## src/rtl/wrprot_pkg.sv

```systemverilog
package wrprot_pkg;
    localparam int NSTEP = 3;

    typedef enum logic [1:0] {
        ST_IDLE = 2'd0,
        ST_KEY1 = 2'd1,
        ST_KEY2 = 2'd2,
        ST_OPEN = 2'd3
    } gate_st_t;
endpackage

```

## src/rtl/wrprot_match.sv

```systemverilog
module wrprot_match #(
    parameter int ADDR_W = 17,
    parameter int DATA_W = 8,
    parameter int NSTEP  = 3,
    parameter logic [NSTEP*ADDR_W-1:0] STEP_ADDR = '0,
    parameter logic [NSTEP*DATA_W-1:0] STEP_DATA = '0
) (
    input  logic              wr_valid,
    input  logic [ADDR_W-1:0] wr_addr,
    input  logic [DATA_W-1:0] wr_data,
    output logic [NSTEP-1:0]  hit
);
    for (genvar i = 0; i < NSTEP; i++) begin : g_step
        assign hit[i] = wr_valid
                     && (wr_addr == STEP_ADDR[i*ADDR_W +: ADDR_W])
                     && (wr_data == STEP_DATA[i*DATA_W +: DATA_W]);
    end
endmodule

```

## src/rtl/wrprot_fsm.sv

```systemverilog
module wrprot_fsm
    import wrprot_pkg::*;
#(
    parameter bit PROT_AT_RESET = 1'b1
) (
    input  logic             clk,
    input  logic             rst_n,
    input  logic             wr_valid,
    input  logic [NSTEP-1:0] hit,
    input  logic             load_end,
    output logic             fwd,
    output logic             load_permit,
    output logic             prot_on
);
    gate_st_t state, nxt;
    logic     set_prot;

    // state register
    always_ff @(posedge clk) begin
        if (!rst_n) state <= ST_IDLE;
        else        state <= nxt;
    end

    // next state and forward decision
    always_comb begin
        nxt      = state;
        set_prot = 1'b0;
        fwd      = 1'b0;
        unique case (state)
            ST_IDLE: begin
                if (wr_valid) begin
                    if (hit[0]) begin
                        nxt = ST_KEY1;
                    end else if (!prot_on) begin
                        nxt = ST_OPEN;
                        fwd = 1'b1;
                    end
                end
            end
            ST_KEY1: begin
                if (wr_valid) nxt = hit[1] ? ST_KEY2 : ST_IDLE;
            end
            ST_KEY2: begin
                if (wr_valid) begin
                    if (hit[2]) begin
                        nxt      = ST_OPEN;
                        set_prot = 1'b1;
                    end else begin
                        nxt = ST_IDLE;
                    end
                end
            end
            ST_OPEN: begin
                fwd = wr_valid;
                if (load_end) nxt = ST_IDLE;
            end
            default: nxt = ST_IDLE;
        endcase
    end

    // registered outputs
    always_ff @(posedge clk) begin
        if (!rst_n) begin
            load_permit <= 1'b0;
            prot_on     <= PROT_AT_RESET;
        end else begin
            load_permit <= (nxt == ST_OPEN);
            prot_on     <= prot_on | set_prot;
        end
    end

    // under protection the window opens only on the third key
    a_r2_open_needs_key: assert property (@(posedge clk) disable iff (!rst_n)
        ($rose(load_permit) && $past(prot_on)) |-> $past(hit[2]));

    // protection never clears once set
    a_r9_prot_sticky: assert property (@(posedge clk) disable iff (!rst_n)
        prot_on |=> prot_on);

    // end of window closes permit
    a_r6_close: assert property (@(posedge clk) disable iff (!rst_n)
        (load_permit && load_end) |=> !load_permit);

    // load_end with no window and no write changes nothing
    a_r7_end_ignored: assert property (@(posedge clk) disable iff (!rst_n)
        (!load_permit && load_end && !wr_valid) |=> ($stable(state) && !load_permit));
endmodule

```

## src/rtl/wrprot_fwd.sv

```systemverilog
module wrprot_fwd #(
    parameter int ADDR_W = 17,
    parameter int DATA_W = 8
) (
    input  logic              clk,
    input  logic              rst_n,
    input  logic              fwd,
    input  logic [ADDR_W-1:0] wr_addr,
    input  logic [DATA_W-1:0] wr_data,
    output logic              buf_wr,
    output logic [ADDR_W-1:0] buf_addr,
    output logic [DATA_W-1:0] buf_data
);
    always_ff @(posedge clk) begin
        if (!rst_n) begin
            buf_wr   <= 1'b0;
            buf_addr <= '0;
            buf_data <= '0;
        end else begin
            buf_wr <= fwd;
            if (fwd) begin
                buf_addr <= wr_addr;
                buf_data <= wr_data;
            end
        end
    end
endmodule

```

## src/rtl/wrprot_gate.sv

```systemverilog
module wrprot_gate
    import wrprot_pkg::*;
#(
    parameter int ADDR_W = 17,
    parameter int DATA_W = 8,
    parameter bit PROT_AT_RESET = 1'b1,
    parameter logic [ADDR_W-1:0] UNLOCK_ADDR_A = 'h5555,
    parameter logic [ADDR_W-1:0] UNLOCK_ADDR_B = 'h2AAA,
    parameter logic [DATA_W-1:0] KEY_1 = 'hAA,
    parameter logic [DATA_W-1:0] KEY_2 = 'h55,
    parameter logic [DATA_W-1:0] KEY_3 = 'hA0
) (
    input  logic              clk,
    input  logic              rst_n,
    input  logic              wr_valid,
    input  logic [ADDR_W-1:0] wr_addr,
    input  logic [DATA_W-1:0] wr_data,
    input  logic              load_end,
    output logic              load_permit,
    output logic              prot_on,
    output logic              buf_wr,
    output logic [ADDR_W-1:0] buf_addr,
    output logic [DATA_W-1:0] buf_data
);
    localparam logic [NSTEP*ADDR_W-1:0] STEP_ADDR = {UNLOCK_ADDR_A, UNLOCK_ADDR_B, UNLOCK_ADDR_A};
    localparam logic [NSTEP*DATA_W-1:0] STEP_DATA = {KEY_3, KEY_2, KEY_1};

    logic [NSTEP-1:0] hit;
    logic             fwd;

    wrprot_match #(
        .ADDR_W(ADDR_W), .DATA_W(DATA_W), .NSTEP(NSTEP),
        .STEP_ADDR(STEP_ADDR), .STEP_DATA(STEP_DATA)
    ) u_match (
        .wr_valid(wr_valid), .wr_addr(wr_addr), .wr_data(wr_data), .hit(hit)
    );

    wrprot_fsm #(.PROT_AT_RESET(PROT_AT_RESET)) u_fsm (
        .clk(clk), .rst_n(rst_n), .wr_valid(wr_valid), .hit(hit),
        .load_end(load_end), .fwd(fwd), .load_permit(load_permit), .prot_on(prot_on)
    );

    wrprot_fwd #(.ADDR_W(ADDR_W), .DATA_W(DATA_W)) u_fwd (
        .clk(clk), .rst_n(rst_n), .fwd(fwd), .wr_addr(wr_addr), .wr_data(wr_data),
        .buf_wr(buf_wr), .buf_addr(buf_addr), .buf_data(buf_data)
    );

    // an open window forwards each write intact one cycle later
    a_r3_fwd_open: assert property (@(posedge clk) disable iff (!rst_n)
        (wr_valid && load_permit) |=>
            (buf_wr && buf_addr == $past(wr_addr) && buf_data == $past(wr_data)));

    // protected and closed means nothing reaches the buffer
    a_r4_drop_locked: assert property (@(posedge clk) disable iff (!rst_n)
        (wr_valid && prot_on && !load_permit) |=> !buf_wr);
endmodule

```

## config.mk

```make
export PLATFORM = sky130hd
export DESIGN_NAME = wrprot_gate
export DESIGN_NICKNAME = d
export VERILOG_FILES = /design/src/rtl/wrprot_pkg.sv /design/src/rtl/wrprot_match.sv /design/src/rtl/wrprot_fsm.sv /design/src/rtl/wrprot_fwd.sv /design/src/rtl/wrprot_gate.sv
export SDC_FILE = /design/constraint.sdc
export NUM_CORES = 1
export LEC_CHECK = 0
export BUFFER_PORTS_ARGS = -buffer_cell sky130_fd_sc_hd__buf_4
export CAP_MARGIN = 20
export CORE_UTILIZATION = 35
export DETAILED_ROUTE_END_ITERATION = 6
export GPL_TIMING_DRIVEN = 0
export PLACE_DENSITY_LB_ADDON = 0.08
export SETUP_SLACK_MARGIN = 0.4
export SLEW_MARGIN = 20
export SYNTH_ARGS = -nofsm -noshare
export SYNTH_HDL_FRONTEND = slang
export SYNTH_HIERARCHICAL = 1
export SYNTH_SLANG_ARGS = --single-unit
```

## constraint.sdc

```tcl
create_clock -name clk -period 2.23 [get_ports clk]
set_clock_uncertainty 0.1 [all_clocks]
set_input_delay 0.3345 -clock clk [delete_from_list [all_inputs] [get_ports clk]]
set_output_delay 0.3345 -clock clk [all_outputs]
set_load 0.005 [all_outputs]
```

# After elaboration in Yosys (flattened, before gate mapping)
# Cells that the tools add are included.
# totals
reg_bits	30
input_bits	29
output_inout_bits	28
elab_cells	38
# op_classes
eq_ne	9
muxes	16
bitwise	1
reduce_logical	6
# ops
op	count
17-bit by 14-bit equality test with 1-bit output, second input constant	1
17-bit by 15-bit equality test with 1-bit output, second input constant	1
8-bit equality test, second input constant	2
2-bit 2-to-1 mux	8
8-bit by 7-bit equality test with 1-bit output, second input constant	1
2-bit one-hot mux with 4 select lines	1
2-bit equality test, second input constant	3
1-bit 2-to-1 mux	6
1-bit logical AND	5
2-bit by 1-bit equality test with 1-bit output, second input constant	1
2-bit zero test	1
1-bit one-hot mux with 2 select lines	1
1-bit OR	1

# Depth between registers and ports, before layout
# Gate-level depths: netlist of run 1.
# logic_depth
depth_word	7
ltp_mapped	10
ltp_nobuf	8

# Modules after synthesis
# The synthesis of run 1 kept the hierarchy.
# modules_own_cells
mod	instances	cells_per_inst	area_each_um2	seq_area_each_um2
wrprot_fwd	1	82	992.2	520.5
wrprot_fsm	1	37	327.8	80.1
wrprot_match	1	20	167.7	0.0

# Worst setup path after synthesis of run 1
# OpenSTA, ideal clock, no wires.
# synth_path
path_kind	input -> register
startpoint	input wr_data[2]
endpoint	register u_fwd.buf_addr[0]
setup_time_ns	0.116
arrival_ns	1.862
setup_slack_ns	0.152
path_stages	10
path_buffers	2
path_cell_list	nor4b_1 nand4b_1 nor4_1 nor2_1 a21oi_1 nor3b_1 buf_6 buf_12 mux2i_1 nor2b_1
# synth_via
elab_chain_len	5
# synth_lines
item	line_no	text
start: declaration	wrprot_gate.sv:17	input logic [DATA_W-1:0] wr_data,
8-bit equality test	wrprot_match.sv:16	&& (wr_data == STEP_DATA[i*DATA_W +: DATA_W]);
1-bit logical AND	wrprot_match.sv:16	
via hit[0]	wrprot_gate.sv:28	logic [NSTEP-1:0] hit;
1-bit 2-to-1 mux	wrprot_fsm.sv:32	if (hit[0]) begin
1-bit 2-to-1 mux	wrprot_fsm.sv:31	if (wr_valid) begin
1-bit one-hot mux with 2 select lines	wrprot_fsm.sv:29	unique case (state)
via fwd	wrprot_gate.sv:29	logic fwd;
end signal: assignment	wrprot_fwd.sv:22	buf_addr <= wr_addr;
end: declaration	wrprot_fwd.sv:11	output logic [ADDR_W-1:0] buf_addr,
# The timed path passes the listed nets, and every way through them passes these cells.
# A chain may end at the register's enable or synchronous reset.

# Final worst setup path of run 1
# layout_path
startpoint	input wr_addr[5]
endpoint	register u_fwd.buf_addr[7]
# layout_via
elab_chain_len	6
# layout_lines
item	line_no	text
start: declaration	wrprot_gate.sv:16	input logic [ADDR_W-1:0] wr_addr,
17-bit by 15-bit equality test with 1-bit output	wrprot_match.sv:15	&& (wr_addr == STEP_ADDR[i*ADDR_W +: ADDR_W])
1-bit logical AND	wrprot_match.sv:15	
1-bit logical AND	wrprot_match.sv:16	
via hit[0]	wrprot_gate.sv:28	
1-bit 2-to-1 mux	wrprot_fsm.sv:32	
1-bit 2-to-1 mux	wrprot_fsm.sv:31	
1-bit one-hot mux with 2 select lines	wrprot_fsm.sv:29	
via fwd	wrprot_gate.sv:29	
# The timed path passes the listed nets, and every way through them passes these cells.

==> impl_metrics.py, run 1 <==
metrics = {
    "detailed_routing": {
        "detail_route.wirelength_mm": 3.86,
        "drc_errors": 0,
        "antenna_left": 0,
        "wl_per_cell_um": 14.8,
        "first_pass_iters": 4,
        "drt_iter0_markers": 53,
        "via_count": 1283,
        "viasPerCell": 4.92,
    },
    "clock_network": {
        "cts_root_buf": "clkbuf_8",
        "insertion_delay_ns": 0.27,
        "cts.clk_slew.worst_paths_ns": 0.06,
        "cts_buffer_depth": 2,
        "cts_tree": "yes",
        "cts.sinks": 30,
        "numCtsBuffers": 5,
        "htreeDepth": 2,
        "ctsHoldBuffers": 0,
    },
    "placement": {
        "io_buffers": 56,
        "place.gp.congestion": 0.767,
        "dpl_worst_slack_ns": -0.210,
        "hpwl_mm": 2.75,
        "place_inst": 245,
        "dpl_cell_area_um2": 1980,
    },
    "global_route": {
        "track_usage_pct": 17.7,
        "grt_pass1_vias": 1268,
        "antenna_found_initial": 0,
        "grt_max_degree": 13,
        "overflow": 0,
        "grt_pass1_wl_mm": 5.91,
    },
    "timing": {
        "tightest_slew_ns": 0.356,
        "finalSetupViolCount": 0,
        "slew_headroom_pct": 76.3,
        "hold_violations": 0,
        "period_share_pct": 91.3,
        "fin_crit_ns": 2.04,
        "rsz0062_at_grt": "yes",
        "maxSlewViolCount": 0,
        "fin_ws_ns": 0.195,
        "max_freq_ghz": 0.491,
    },
    "die": {
        "rows": 23,
        "die_h_um": 67.2,
        "coreArea_um2": 4030,
        "fp.dieW_um": 67.2,
        "start_util_pct": 36.9,
        "num_io_pins": 57,
        "die-area_um2": 4520,
    },
    "worst_setup_path": {
        "r2r_slack_ns": 0.29,
        "cp.depth": 11,
        "path_delay_family": "simple AND/OR/NAND/NOR gates",
        "slowest_stage": "nor4_4",
        "required_ns": 2.29,
        "crit_end": "u_fwd/buf_addr[7]$_SDFFE_PN0P_",
        "path_cells": "buf_8 > nor4bb_4 > nand4_1 > nor4_4 > nor2_1 > a21oi_2 > nor3b_2 > buf_6 > buf_12 > mux2i_1 > nor2b_1",
        "crit_path_end_kind": "flip-flop",
        "cp_max_fo": 10,
        "setup.worst_path.class": "in2reg",
        "crit_path_start": "wr_addr[5]",
        "r2r_cells": 7,
        "r2r-end": "u_fwd/buf_addr[7]$_SDFFE_PN0P_",
        "arrival_ns": 2.10,
        "critPathLaunchType": "input pin",
        "max_stage_delay_ns": 0.36,
        "regToRegStartpoint": "u_fsm/state[1]$_SDFF_PN0_",
        "worst-path-buf-inv": 3,
    },
    "final_layout": {
        "layout-drive-gt1-share_pct": 42.7,
        "regArea_um2": 601,
        "finalNonFillerCells": 261,
        "area_delta_synth_final_pct": 53.9,
        "multi_input_area_um2": 927,
        "diodes": 0,
        "fillers": 370,
        "final_nets": 246,
        "post-route-util_pct": 56.8,
        "design_area_um2": 2290,
    },
    "logic_synthesis": {
        "syn_inst": 139,
        "synth_edf_count": 0,
        "ys_top_cells_by_area": "dfxtp_1, mux2i_1, nor2b_1",
        "synth.net_count": 174,
        "syn_avg_cell_area_um2": 10.7,
        "synth-compound-area-share_pct": 3.53,
        "postSynth.asyncResetShare_pct": 0,
        "synth_top_area_share_pct": 40.4,
        "synthSimpleGateAreaFrac_pct": 28.0,
        "synth_cell_types": 34,
        "yosys_register_bits": 30,
        "synth_top_family_by_area": "simple AND/OR/NAND/NOR gates",
        "synth.area.mux_share_pct": 17.8,
        "synth_fa_ha_area_share_pct": 5.05,
        "synth_ff_type": "dfxtp_1",
        "syn-cell-area_um2": 1490,
        "ys_warn_count": 6,
        "seq_area_frac_synth_pct": 40.4,
        "synth-xor-area-share_pct": 0,
        "synthTopCellsByCount": "dfxtp_1, nor2b_1, mux2i_1",
        "synth_top_cell_by_area": "dfxtp_1",
    },
    "run_status": {
        "status": "completed",
    },
    "pwr": {
        "leakage_nw": 0.919,
        "power_density_nw_per_um2": 467,
        "max-vdd-ir-drop_uv": 300,
    },
    "worst_hold_path": {
        "hold_class": "in2reg",
    },
    "job": {
        "maxCapViolCount": 0,
    },
}
-- worst min-delay path by stage --
stage               cells after the start                            from  slack (ns)                        endpoint
finish                                  2                           rst_n        0.23        u_fsm/prot_on$_SDFF_PN1_
global placement                        2  u_fwd/buf_data[2]$_SDFFE_PN0P_        0.40  u_fwd/buf_data[2]$_SDFFE_PN0P_
CTS                                     2                           rst_n        0.22        u_fsm/prot_on$_SDFF_PN1_
global route                            2                           rst_n        0.23        u_fsm/prot_on$_SDFF_PN1_
detailed placement                      2  u_fwd/buf_addr[9]$_SDFFE_PN0P_        0.41  u_fwd/buf_addr[9]$_SDFFE_PN0P_
floorplan                               1                           rst_n        0.32        u_fsm/prot_on$_SDFF_PN1_
-- registers in the layout, indices dropped and copies added (netlist names) --
register and cells:
u_fwd/buf_addr 17, u_fsm/state 2, u_fwd/buf_data 8, u_fwd/buf_wr 1, u_fsm/load_permit 1, u_fsm/prot_on 1
-- kinds of logic (layout without fill, tap and decap cells) --
family	count (synthesis)	count (layout)
AND/OR/NAND/NOR	61	61
multiplexers	26	26
buffers and inverters	8	80
flip-flops	30	30
AO/OA/AOI/OAI	8	8
adder cells (fa/ha/maj)	6	6
-- power by group --
part | total [W] | switching [W] | leakage (nW) | internal (W)
Clock | 0.000392 | 0.000178 | 0.0383 | 0.000214
Combinational | 0.000134 | 0.0000563 | 0.640 | 0.0000778
Sequential | 0.000544 | 0.00000517 | 0.242 | 0.000539
Total | 0.00107 | 0.000239 | 0.919 | 0.000830
-- layout make-up --
type | instances | area share, %
well taps | 50 | 2.73
multi-input cells | 101 | 40.5
plain buffers | 6 | 3.06
flip-flops and latches | 30 | 26.2
clock buffers | 7 | 3.33
repair buffers | 65 | 23.8
inverters | 2 | 0.328
-- what timing repair did --
item	in CTS	in global routing
cloned	1	0
buffers inserted	7	1
setup endpoints to repair	27	28
pin swaps	4	6
resized for setup	17	11
-- per-stage QoR --
step	setup TNS, ns	hold slack, ns	total power (W)
after detailed placement	-3.84	0.409	0.000664
after CTS	0	0.220	0.00108
final	0	0.229	0.00107
after global placement	-3.12	0.396	0.000662
after global routing	0	0.226	0.00112
after floorplan	0	0.318	0.000601
-- layout by cell type, fill, tap and decap left out, drive strengths merged, types with 2 or more instances in the layout --
cell type / Yosys / routed
dfxtp: 30 / 30
a31oi: 2 / 2
nor4bb: 6 / 6
inv: 2 / 2
mux2i: 25 / 25
nor3: 2 / 2
nand4: 2 / 2
buf: 4 / 69
nand2: 3 / 3
nor4: 2 / 2
ha: 6 / 6
and2: 3 / 3
nor2b: 30 / 30
nand3b: 2 / 2
nor4b: 2 / 2
clkbuf: 2 / 9
o21ai: 2 / 2
-- layer usage --
layer | GRT usage, % | vias up | part of all wire, %
met5 | 0 | - | 0
met3 | 4.73 | 7 | 4.9
met2 | 29.8 | 38 | 53
met4 | 6.38 | 0 | 1.2
li1 | - | 635 | -
met1 | 21.7 | 603 | 41
Power figures use the tool's default switching activity.
==> run 2: changes to the inputs <==
CORE_ASPECT_RATIO = 1.5   (was unset)
CORE_UTILIZATION = 45   (was 35)
==> run 2 against run 1 <==
Count of clock-buffer cells in the layout unchanged. Die area is 21% lower. Global-route usage up 4.1 points. Hold slack got worse by 0.0047 ns. Fmax down 0.41%. Wire length is 4.2% higher. Via count is 5.5% higher. Critical endpoint is now u_fsm/load_permit$_SDFF_PN0_. Combinational power barely moved. Clock power increased by 16%. Flip-flop and latch count did not move. Largest cell class unchanged. Total power is 5.4% higher.
==> impl_metrics.py, run 2 (synthesized netlist as in run 1, its figures left out) <==
metrics = {
    "clock_network": {
        "cts_tree": "yes",
        "htreeDepth": 2,
        "cts_buffer_depth": 2,
        "cts_root_buf": "clkbuf_8",
        "cts.sinks": 30,
        "insertion_delay_ns": 0.28,
        "cts.clk_slew.worst_paths_ns": 0.06,
        "numCtsBuffers": 5,
    },
    "pwr": {
        "leakage_nw": 0.929,
        "p_sw_w": 0.000266,
        "p_comb_share_pct": 11.7,
        "seqPwrFrac_pct": 48.1,
        "internal_power_w": 0.000861,
        "pwr-share-clk_pct": 40.2,
        "power_density_nw_per_um2": 493,
        "max-vdd-ir-drop_uv": 478,
        "swShare_pct": 23.6,
    },
    "global_route": {
        "overflow": 0,
        "antenna_found_initial": 0,
        "track_usage_pct": 21.8,
        "grt_pass1_vias": 1293,
        "grt_pass1_wl_mm": 5.80,
        "grt_max_degree": 13,
    },
    "final_layout": {
        "layout_common_cells": "buf_4, nor2b_1, dfxtp_1",
        "diodes": 0,
        "top_regs": "u_fwd/buf_addr x17, u_fwd/buf_data x8, u_fsm/state x2",
        "final_nets": 248,
        "area_delta_synth_final_pct": 53.7,
        "post-route-util_pct": 72.4,
        "top_register": "u_fwd/buf_addr",
        "mostFrequentLayoutCell": "buf_4",
        "finalNonFillerCells": 254,
        "largest_register_ff_count": 17,
        "design_area_um2": 2290,
        "layout-drive-gt1-share_pct": 42.5,
    },
    "worst_setup_path": {
        "arrival_ns": 2.17,
        "cp_max_fo": 3,
        "setup.worst_path.class": "in2reg",
        "critPathLaunchType": "input pin",
        "crit_path_end_kind": "flip-flop",
        "required_ns": 2.36,
    },
    "die": {
        "coreArea_um2": 3160,
        "start_util_pct": 47.1,
        "die_h_um": 72.4,
        "die-area_um2": 3540,
        "fp.dieW_um": 48.9,
        "num_io_pins": 57,
        "rows": 25,
    },
    "detailed_routing": {
        "drc_errors": 0,
        "via_count": 1353,
        "wl_per_cell_um": 15.8,
        "antenna_left": 0,
        "detail_route.wirelength_mm": 4.02,
        "viasPerCell": 5.33,
        "drt_iter0_markers": 39,
        "first_pass_iters": 4,
    },
    "timing": {
        "hold_violations": 0,
        "period_share_pct": 91.6,
        "fin_ws_ns": 0.186,
        "tightest_slew_ns": 0.330,
        "slew_headroom_pct": 78.0,
        "fin_crit_ns": 2.04,
        "maxSlewViolCount": 0,
        "rsz0062_at_grt": "yes",
        "max_freq_ghz": 0.489,
        "finalSetupViolCount": 0,
    },
    "placement": {
        "io_buffers": 56,
        "hpwl_mm": 2.71,
        "place.gp.congestion": 0.876,
        "dpl_cell_area_um2": 1960,
        "place_inst": 235,
        "dpl_worst_slack_ns": -0.155,
    },
    "worst_hold_path": {
        "hold_class": "in2reg",
    },
    "job": {
        "maxCapViolCount": 0,
    },
    "run_status": {
        "status": "completed",
    },
}
-- run 2: power groups by stage --
| stage | clock (W) | combinational, W | sequential, W |
|---|---|---|---|
| 4_1_cts | 0.000456 | 0.000122 | 0.000542 |
| 3_5_place_dp | 0 | 0.000113 | 0.000554 |
| 5_1_grt | 0.000477 | 0.000140 | 0.000543 |
| 6_report | 0.000453 | 0.000132 | 0.000543 |
| 2_1_floorplan | 0 | 0.0000476 | 0.000553 |
| 3_3_place_gp | 0 | 0.000106 | 0.000554 |
-- run 2: what timing repair did --
item | in CTS | in global routing
endpoints found under the setup margin | 28 | 29
endpoints found under the hold margin | 0 | 0
pin swaps | 5 | 9
hold buffers | 0 | 0
setup buffers | 7 | 2
gates resized for setup | 11 | 12
cloned | 1 | 1
-- run 2: worst max-delay path, cell delays in order --
cell and delay, ns:
buf_4 0.12, nor4bb_2 0.27, nand4_1 0.21, buf_4 0.19
buf_6 0.11, buf_6 0.11, nor3_4 0.18, a31oi_1 0.14
a32oi_1 0.31, and3_1 0.20
-- run 2: per-layer routing --
metal / global-route usage, % / wire, um
met1: 20.4 / 1430
met2: 41.5 / 2260
met3: 5.24 / 188
met4: 14.4 / 135
met5: 0 / 0
-- run 2: cell type report --
class                   count  area [um2]
inverters                   2        7.51
multi-input cells         101         890
clock buffers               7        86.3
clock inverters             1        5.00
well taps                  40        50.0
flip-flops and latches     30         601
repair buffers             67         578
plain buffers               6        70.1
fillers                   245         872
-- run 2: metrics by stage --
stage                     TNS, ns  hold WS (ns)  total power (W)
after floorplan                 0         0.318         0.000601
after detailed placement    -2.28         0.409         0.000667
after global placement      -2.32         0.399         0.000660
after global routing            0         0.231          0.00116
final                           0         0.224          0.00113
after CTS                       0         0.225          0.00112
-- run 2: path summary, 6_finish.rpt --
| kind | start | end | slack, ns | cells past startpoint |
|---|---|---|---|---|
| max | wr_addr[7] | u_fsm/load_permit$_SDFF_PN0_ | 0.19 | 10 |
| min | wr_addr[11] | u_fwd/buf_addr[11]$_SDFFE_PN0P_ | 0.22 | 3 |
| max reg2reg | u_fsm/state[1]$_SDFF_PN0_ | u_fwd/buf_data[5]$_SDFFE_PN0P_ | 0.27 | 7 |
| min reg2reg | u_fwd/buf_addr[0]$_SDFFE_PN0P_ | u_fwd/buf_addr[0]$_SDFFE_PN0P_ | 0.42 | 2 |
